File: src/rtl/ifq_pkg.sv
package ifq_pkg;
    typedef enum logic [2:0] {
        FS_IDLE,
        FS_T1,
        FS_T2,
        FS_T3,
        FS_T4
    } fstate_e;
endpackage

File: src/rtl/ifq_store.sv
module ifq_store #(
    parameter int DEPTH = 4,
    parameter int CW    = 3
) (
    input  logic          clk,
    input  logic          rst_n,
    input  logic          clear,
    input  logic [1:0]    push_n,
    input  logic [7:0]    push_b0,
    input  logic [7:0]    push_b1,
    input  logic          pop,
    output logic          out_valid,
    output logic [7:0]    out_byte,
    output logic [CW-1:0] cnt_q,
    output logic [CW-1:0] cnt_nxt
);
    localparam int IW = (DEPTH > 1) ? $clog2(DEPTH) : 1;

    logic [7:0]    data_q [DEPTH];
    logic [IW-1:0] wr_q, rd_q;
    logic          pop_ok;

    function automatic logic [IW-1:0] step(input logic [IW-1:0] i, input logic [1:0] k);
        logic [IW:0] s;
        s = {1'b0, i} + (IW+1)'(k);
        if (s >= (IW+1)'(DEPTH)) s = s - (IW+1)'(DEPTH);
        return s[IW-1:0];
    endfunction

    always_comb begin
        pop_ok    = pop && (cnt_q != '0) && !clear;
        cnt_nxt   = clear ? '0 : (cnt_q + CW'(push_n) - CW'(pop_ok));
        out_valid = (cnt_q != '0);
        out_byte  = data_q[rd_q];
    end

    always_ff @(posedge clk) begin
        if (!rst_n || clear) begin
            wr_q  <= '0;
            rd_q  <= '0;
            cnt_q <= '0;
        end else begin
            cnt_q <= cnt_nxt;
            if (push_n != 2'd0) wr_q <= step(wr_q, push_n);
            if (pop_ok)         rd_q <= step(rd_q, 2'd1);
        end
    end

    always_ff @(posedge clk) begin
        if (push_n != 2'd0) data_q[wr_q] <= push_b0;
        if (push_n == 2'd2) data_q[step(wr_q, 2'd1)] <= push_b1;
    end


    no_overflow_chk: assert property (@(posedge clk) disable iff (!rst_n)
        cnt_q <= CW'(DEPTH));


    flush_clears_chk: assert property (@(posedge clk) disable iff (!rst_n)
        clear |=> (cnt_q == '0 && !out_valid));


    empty_pop_ignored_chk: assert property (@(posedge clk) disable iff (!rst_n)
        (cnt_q == '0 && pop && !clear && push_n == 2'd0) |=> (cnt_q == '0));


    net_count_chk: assert property (@(posedge clk) disable iff (!rst_n)
        (push_n != 2'd0 && pop && cnt_q != '0 && !clear)
        |=> (cnt_q == $past(cnt_q) + CW'($past(push_n)) - CW'(1)));
endmodule

File: src/rtl/ifq_fetch.sv
module ifq_fetch
    import ifq_pkg::*;
#(
    parameter int          AW         = 20,
    parameter int          DEPTH      = 4,
    parameter int          CW         = 3,
    parameter bit          WIDE       = 1'b0,
    parameter logic [AW-1:0] START_ADDR = '0
) (
    input  logic          clk,
    input  logic          rst_n,
    input  logic          flush,
    input  logic [AW-1:0] flush_addr,
    input  logic [CW-1:0] cnt_q,
    input  logic [CW-1:0] cnt_nxt,
    input  logic          mem_rdy,
    input  logic [15:0]   mem_rdata,
    output logic          mem_req,
    output logic [AW-1:0] mem_addr,
    output logic [1:0]    push_n,
    output logic [7:0]    push_b0,
    output logic [7:0]    push_b1
);
    fstate_e       state_q, state_nxt;
    logic [AW-1:0] addr_q, addr_nxt;
    logic          discard_q, discard_nxt;
    logic          done, take, room;
    logic [CW:0]   free_nxt, free_now;

    function automatic logic [1:0] need_of(input logic a0);
        return (WIDE && !a0) ? 2'd2 : 2'd1;
    endfunction

    always_comb begin
        done = (state_q == FS_T4) && mem_rdy;
        take = done && !discard_q && !flush;
        if (flush)     addr_nxt = flush_addr;
        else if (take) addr_nxt = addr_q + AW'(need_of(addr_q[0]));
        else           addr_nxt = addr_q;
        free_nxt = (CW+1)'(DEPTH) - {1'b0, cnt_nxt};
        free_now = (CW+1)'(DEPTH) - {1'b0, cnt_q};
        room     = free_nxt >= (CW+1)'(need_of(addr_nxt[0]));
        if (flush)     discard_nxt = (state_q != FS_IDLE) && !done;
        else if (done) discard_nxt = 1'b0;
        else           discard_nxt = discard_q;
    end

    always_comb begin
        state_nxt = state_q;
        unique case (state_q)
            FS_IDLE: state_nxt = room ? FS_T1 : FS_IDLE;
            FS_T1:   state_nxt = FS_T2;
            FS_T2:   state_nxt = FS_T3;
            FS_T3:   state_nxt = FS_T4;
            FS_T4:   if (mem_rdy) state_nxt = room ? FS_T1 : FS_IDLE;
            default: state_nxt = FS_IDLE;
        endcase
    end

    always_ff @(posedge clk) begin
        if (!rst_n) begin
            state_q   <= FS_IDLE;
            addr_q    <= START_ADDR;
            discard_q <= 1'b0;
        end else begin
            state_q   <= state_nxt;
            addr_q    <= addr_nxt;
            discard_q <= discard_nxt;
        end
    end

    always_comb begin
        mem_req  = (state_q == FS_T1);
        mem_addr = addr_q;
        push_n   = take ? need_of(addr_q[0]) : 2'd0;
    end

    generate
        if (WIDE) begin : g_wide
            assign push_b0 = addr_q[0] ? mem_rdata[15:8] : mem_rdata[7:0];
            assign push_b1 = mem_rdata[15:8];
        end else begin : g_narrow
            logic unused_hi;
            assign unused_hi = ^mem_rdata[15:8];
            assign push_b0   = mem_rdata[7:0];
            assign push_b1   = 8'h00;
        end
    endgenerate


    req_pulse_chk: assert property (@(posedge clk) disable iff (!rst_n)
        mem_req |=> !mem_req);


    read_len_chk: assert property (@(posedge clk) disable iff (!rst_n)
        done |-> $past(mem_req, 3));


    no_stale_push_chk: assert property (@(posedge clk) disable iff (!rst_n)
        flush |=> (push_n == 2'd0));


    room_at_start_chk: assert property (@(posedge clk) disable iff (!rst_n)
        mem_req |-> (free_now >= (CW+1)'(need_of(addr_q[0]))));
endmodule

File: src/rtl/ifq_unit.sv
module ifq_unit #(
    parameter int            AW         = 20,
    parameter int            DEPTH      = 4,
    parameter bit            WIDE       = 1'b0,
    parameter logic [AW-1:0] START_ADDR = '0
) (
    input  logic          clk,
    input  logic          rst_n,
    output logic          q_valid,
    output logic [7:0]    q_byte,
    input  logic          q_pop,
    input  logic          flush,
    input  logic [AW-1:0] flush_addr,
    output logic          mem_req,
    output logic [AW-1:0] mem_addr,
    input  logic          mem_rdy,
    input  logic [15:0]   mem_rdata
);
    localparam int CW = $clog2(DEPTH + 1);

    logic [1:0]    push_n;
    logic [7:0]    push_b0, push_b1;
    logic [CW-1:0] cnt_q, cnt_nxt;

    ifq_fetch #(
        .AW(AW), .DEPTH(DEPTH), .CW(CW), .WIDE(WIDE), .START_ADDR(START_ADDR)
    ) u_fetch (
        .clk(clk), .rst_n(rst_n),
        .flush(flush), .flush_addr(flush_addr),
        .cnt_q(cnt_q), .cnt_nxt(cnt_nxt),
        .mem_rdy(mem_rdy), .mem_rdata(mem_rdata),
        .mem_req(mem_req), .mem_addr(mem_addr),
        .push_n(push_n), .push_b0(push_b0), .push_b1(push_b1)
    );

    ifq_store #(.DEPTH(DEPTH), .CW(CW)) u_store (
        .clk(clk), .rst_n(rst_n),
        .clear(flush),
        .push_n(push_n), .push_b0(push_b0), .push_b1(push_b1),
        .pop(q_pop),
        .out_valid(q_valid), .out_byte(q_byte),
        .cnt_q(cnt_q), .cnt_nxt(cnt_nxt)
    );
endmodule

File: config.mk
export PLATFORM = sky130hd
export DESIGN_NAME = ifq_unit
export DESIGN_NICKNAME = d
export VERILOG_FILES = /design/src/rtl/ifq_pkg.sv /design/src/rtl/ifq_store.sv /design/src/rtl/ifq_fetch.sv /design/src/rtl/ifq_unit.sv
export SDC_FILE = /design/constraint.sdc
export NUM_CORES = 1
export LEC_CHECK = 0
export ABC_AREA = 1
export BUFFER_PORTS_ARGS = -buffer_cell sky130_fd_sc_hd__buf_4
export CORE_UTILIZATION = 54
export CTS_CLUSTER_DIAMETER = 100
export DETAILED_ROUTE_END_ITERATION = 10
export HOLD_SLACK_MARGIN = 0.03
export PLACE_DENSITY_LB_ADDON = 0.05
export SYNTH_ARGS = -nofsm -noshare
export SYNTH_HDL_FRONTEND = slang
export SYNTH_SLANG_ARGS = --single-unit
export TNS_END_PERCENT = 1
File: constraint.sdc
create_clock -name clk -period 2.55 [get_ports clk]
set_input_delay 0.1275 -clock clk [delete_from_list [all_inputs] [get_ports clk]]
set_output_delay 0.1275 -clock clk [all_outputs]
set_load 0.02 [all_outputs]
==> impl_results.md, run 1 <==
- Status: complete, no violations
- Total CTS buffers: 9
- Peak supply drop: approximately 0.45 mV
- Maxcap violations: 0
- Vias per Instance: 5.15
- Distinct cells, synth: 38
- Initial antenna violation count: 0
- Minimum clock period: between 2000 and 2500 ps
- Met1 Usage GRT: approximately 30%
- Setup-failing EPs final: 0
- Row cnt: 27
- Clock Skews: 6.28 ps
- Fin. max-slew vios: 0
- Root Buffer: clkbuf_8
- Slew margin rel.: between 70% and 80%
- Final wirelength: 7040 µm
- Final GP Congestion: between 0.8 and 0.9
- Synth Register Bits: 65
- Post-Syn Area: between 3000 and 4000 µm²
- Fmax: between 400 and 500 MHz
- Finished Cell Area: ~4000 µm²
- IO Pins: 71
- Hold_buf cts: 8
- CTS tree: yes
- Max clock buf depth: 2
- N_diodes: 0
- Largest net degree at the start of global routing: 22
- DRC: 0
- GRT Util Overall: approximately 24%
- Arr. time, crit path: around 2400 ps
- Synthesized area per cell: around 8.5 µm²
- Crit-path cells: inv_1 -> nand2_1 -> nor2_1 -> nor2_1 -> ha_1 -> inv_1 -> ha_1 -> fa_1 -> a21boi_0 -> nor3_1 -> nand4_1 -> nand2_1 -> inv_1
- Commonest non-fill, non-tap cell in the layout: nand2_1
- Leakage power: 0.00168 µW
- Yosys warns: 0
- Setup crit end kind: register
- Pwr Density: roughly 560 nW/µm²
- Die H: about 80 µm
- TNS Setup: 0 ps
- Final Hold Vio Count: 0
- Post-synth top flop: dfxtp_1
- CORE AREA: 5610 µm²
- DRT Pass-1 Iters: 4
- Period utilization: between 80 and 90%
- Initial DRC Count: 120
- Share of cells above drive strength 1: around a quarter
- Slowest cell on crit path: fa_1
- Met2 GRT Util: between 40% and 50%
- Clock Pin Slew Worst Setup and Hold Paths: ~70 ps
- Nets: approximately 500
- Max incr delay on CP: roughly 370 ps
- CP Launch Type: register
- Routed WL per cell: around 13 µm
- Via Count: between 2000 and 3000
- CTS resizes: 0
- Starting density of the core: a little under three fifths
- Area Overhead vs Synth: 26.3%
- Met3 global-route usage: 3.79%
- Filler Cell Count: between 400 and 500
- Gr busiest metal: met2
- Vias in the first global route: 2593
- EDFF count, synth: 32
- Synthesized net count: about 420
- Worst Path Class, Setup: reg2reg
- Die W: around 79 µm
- Grt ovf: 0
- H-Tree Level Count: 3
- Area after DPL: 3760 µm²
- Req. time, crit path: 2790 ps
- Antenna viol nets, final: 0
- RSZ-0062 raised after global routing: no
- Worst skew pair latency: between 300 and 400 ps
- Die area: 6230 µm²
- Post-CTS setup buffers: 0
- Syn Inst Count: 376
- Clock Sinks: 65
- Least-Margin Pin Slew: around 430 ps
- Fin cells: 533
- Dpl hpwl: ~5000 µm
- CP max FO: 3
- Sequential element share of the synthesized area: between 50% and 60%
- Port-buffer cells: between 60 and 70
- Final Util: between 70 and 80%
- Post-Place Cells: between 500 and 600
- Worst Hold Class: in2reg
- Most frequent cells in the layout: nand2_1, buf_4, nor2_1
- Cell repeated most along the worst path: inv_1
- First-pass GRT wire length: roughly 12000 µm
- Async SR Flop Fraction: 0%
- Total power: between 2000 and 2500 µW
## routing by layer
metal,vias up,wire length [µm]
met1,1259,3170
met3,10,211
li1,1415,-
met4,0,128
met2,59,3530
met5,-,0
## cell families (layout without fill, tap and decap cells)
group | Yosys count | count (layout) | share of synthesized area [%]
xor+xnor | 6 | 6 | 1.64
fa+ha+maj | 5 | 5 | 2.19
compound gates | 66 | 66 | 11.9
flops | 65 | 65 | 50.7
buf+inv | 53 | 138 | 6.61
simple gates | 181 | 181 | 26.9
## sequential cells by signal, summed over array words and instances (netlist names), named ones only
name and cells:
u_store.rd_q 2, u_store.wr_q 2, u_fetch.discard_q 1, u_store.data_q 32, u_fetch.state_q 3, u_fetch.mem_addr 20, u_store.cnt_q 3
## worst max-delay path, delay by kind of cell, from the launching register on
family          cells  cell delay (ps)
fa+ha+maj           3              830
buf+inv             3              160
flops               1              310
compound gates      1              150
simple gates        6              630
## Yosys cell counts (5+ instances only)
cell type | number | area share (%)
inv_1 | 43 | 5.0
nand2_1 | 83 | 9.7
nor2_1 | 47 | 5.5
o22ai_1 | 8 | 1.6
nand2_2 | 5 | 0.98
nor2_4 | 5 | 1.8
a21oi_1 | 12 | 1.9
o21ai_0 | 26 | 4.1
nand4_1 | 6 | 1.2
nand3_1 | 11 | 1.7
a31oi_1 | 5 | 0.98
nor3_1 | 8 | 1.3
edfxtp_1 | 32 | 30
dfxtp_1 | 33 | 21
## cell type report
type                       count  area, µm²  area share (%)
clock buffer                  11        141            3.50
tap                           72       90.1            2.23
clock inverter                 5       55.1            1.36
sequential                    65       1620            40.1
inverter                      45        169            4.18
multi-input combinational    258       1360            33.8
timing repair buffer          77        598            14.8
## worst paths after layout
check | from | endpoint | slack, ps | cells past startpoint
min reg2reg | u_fetch.mem_addr[0] | u_fetch.mem_addr[0] | 540 | 2
max | u_store.cnt_q[1] | u_fetch.state_q[0] | 390 | 13
min | flush_addr[1] | u_fetch.mem_addr[1] | 60 | 3
max reg2reg | u_store.cnt_q[1] | u_fetch.state_q[0] | 390 | 13
## power by group
group | switching (µW) | internal, µW
registers | 39.5 | 1120
logic | 117 | 101
clock network | 393 | 475
## metrics by stage
step | hold slack (ps) | setup WS [ps]
global placement | 330 | 393
finish | 60.4 | 389
global route | 70.4 | 162
CTS | 46.6 | 377
floorplan | 226 | 525
detailed placement | 334 | 329
No activity file was read; power rests on OpenSTA's default activity.
==> run 2: changes to the inputs <==
--- a/config.mk
+++ b/config.mk
@@ -7,7 +7,7 @@
 export LEC_CHECK = 0
 export ABC_AREA = 1
 export BUFFER_PORTS_ARGS = -buffer_cell sky130_fd_sc_hd__buf_4
-export CORE_UTILIZATION = 54
+export CORE_UTILIZATION = 49
 export CTS_CLUSTER_DIAMETER = 100
 export DETAILED_ROUTE_END_ITERATION = 10
 export HOLD_SLACK_MARGIN = 0.03
==> constraint.sdc (replaced) <==
create_clock -name clk -period 1.84 [get_ports clk]
set_input_delay 0.092 -clock clk [delete_from_list [all_inputs] [get_ports clk]]
set_output_delay 0.092 -clock clk [all_outputs]
set_load 0.02 [all_outputs]
==> impl_results.md, run 2 (synthesis gave the netlist of run 1 again) <==
- Clock Sinks: 65
- FF-to-FF End: u_fetch.state_q[0]
- Nets: about 520
- Vias per Instance: approximately 5.0
- CP Launch Type: register
- Worst Setup Slack, final: -123 ps
- Pwr Density: about 720 nW/µm²
- Worst skew pair latency: 340 ps
- RSZ-0062 raised after global routing: yes
- Most frequent cells in the layout: buf_4, nand2_1, nor2_1
- Via Count: 2776
- Area Overhead vs Synth: 33.3%
- Most flop-heavy register: u_store.data_q
- IO Pins: 71
- Period utilization: 107%
- Antenna viol nets, final: 0
- Worst setup startpoint: u_store.cnt_q[1]
- Arr. time, crit path: around 2200 ps
- CTS tree: yes
- Vias in the first global route: 2476
- Root Buffer: clkbuf_8
- Final wirelength: 7080 µm
- Least-Margin Pin Slew: about 460 ps
- Row cnt: 29
- Max clock buf depth: 2
- Port-buffer cells: 62
- Fmax: around 510 MHz
- Req. time, crit path: 2080 ps
- Initial DRC Count: 106
- DRT Pass-1 Iters: 4
- Clock Pin Slew Worst Setup and Hold Paths: roughly 70 ps
- Worst Path Class, Setup: reg2reg
- Initial antenna violation count: 0
- Failing checks: setup timing
- Leakage power: between 0.0015 and 0.002 µW
- CP Capture Point: u_fetch.state_q[0]
- Setup crit end kind: register
- Clock Skews: between 10 and 15 ps
- Starting density of the core: between 50% and 60%
- CORE AREA: between 6000 and 7000 µm²
- Share of cells above drive strength 1: between 20% and 30%
- N_diodes: 0
- DRC: 0
- Dpl hpwl: just under 5000 µm
- Peak supply drop: 0.418 mV
- Slew margin rel.: between 60% and 70%
- Fin. max-slew vios: 0
- Largest net degree at the start of global routing: 21
- First-pass GRT wire length: roughly 11000 µm
- Routed WL per cell: between 10 and 15 µm
- Die W: approximately 83 µm
- Max incr delay on CP: 340 ps
- Slowest cell on crit path: fa_2
- Cell repeated most along the worst path: inv_1
- Status: finished, violations left
- Die area: a little under 7000 µm²
- Final Hold Vio Count: 0
- H-Tree Level Count: 3
- Total CTS buffers: 9
- R2R setup slack: -120 ps
- Final GP Congestion: about 0.9
- Reg-to-Reg Start: u_store.cnt_q[1]
- Crit-path cells: inv_2 -> nand2_4 -> nor2_4 -> nor2_2 -> ha_1 -> inv_1 -> ha_2 -> fa_2 -> a21boi_4 -> nor3_2 -> nand4_1 -> nand2_1 -> inv_1
- FF-to-FF path depth: 13
- Die H: between 80 and 90 µm
- CP max FO: 2
- Max reg flops: 32
- Minimum clock period: 1960 ps
- Maxcap violations: 0
- Commonest non-fill, non-tap cell in the layout: buf_4
- Final Util: between 60% and 70%
- GRT Util Overall: between 20% and 30%
- Setup-failing EPs final: 1
- Worst Hold Class: in2reg
- Grt ovf: 0
- TNS Setup: -123 ps
run 2: cell count changes in the layout (fill, tap and decap cells not counted), moves of 2 or more:
cell	before	now
buf_4	69	83
dlygate4sd3_1	8	16
inv_1	43	40
inv_2	1	4
dfxtp_1	33	31
dfxtp_2	0	2
nor2_1	47	45
run 2: worst min-delay path by stage:
| stage | slack, ps | from | cells after the start | to |
|---|---|---|---|---|
| final | 50 | rst_n | 3 | u_fetch.state_q[1] |
| after global routing | 50 | rst_n | 3 | u_fetch.mem_addr[2] |
| after CTS | 30 | rst_n | 3 | u_fetch.state_q[1] |
| after detailed placement | 290 | mem_rdata[0] | 1 | u_store.data_q[0][0] |
| after global placement | 290 | mem_rdata[0] | 1 | u_store.data_q[0][0] |
| after floorplan | 190 | mem_rdata[0] | 0 | u_store.data_q[0][0] |
run 2: metrics by stage:
stage / hold WS, ps / power, µW / std cells / worst slack [ps] / area (µm²)
final: 49.9 / 3090 / 560 / -123 / 4260
after global routing: 53.6 / 3200 / 560 / -245 / 4260
after CTS: 33.9 / 3110 / 560 / -169 / 4250
after detailed placement: 294 / 1940 / 526 / -243 / 3870
after global placement: 294 / 1930 / 526 / -162 / 3870
after floorplan: 191 / 1780 / 376 / -157 / 3200
run 2: layer usage:
metal	global-route usage [%]	part of all wire [%]	wire length, µm
met1	26.0	44	3110
met2	39.6	50	3570
met3	5.79	4.5	321
met4	8.28	1.1	76
met5	0	0	0
run 2: worst max-delay path: cells and delay by family (launching register included):
kind	cells	cell delay [ps]
flip-flops	1	320
buffers and inverters	3	130
AO/OA/AOI/OAI	1	150
AND/OR/NAND/NOR	6	500
adder cells (fa/ha/maj)	3	760
run 2: final cells by class:
type / instances / area [µm²]
timing repair buffer: 99 / 783
sequential: 65 / 1620
clock buffer: 10 / 128
fill: 519 / 2050
tap: 77 / 96.3
multi-input combinational: 258 / 1400
clock inverter: 6 / 58.8
inverter: 45 / 169
run 2: what timing repair did:
item | 4_1_cts | 5_1_grt
gates resized for setup | 8 | 3
hold endpoints to repair | 40 | 0
setup buffers | 2 | 0
hold buffers | 16 | 0
setup endpoints to repair | 2 | 3
pin swaps | 5 | 3
run 2: power breakdown:
part           total, µW  switching, µW  internal (µW)
Combinational        336            172            164
Clock               1150            536            616
Sequential          1600           48.2           1550
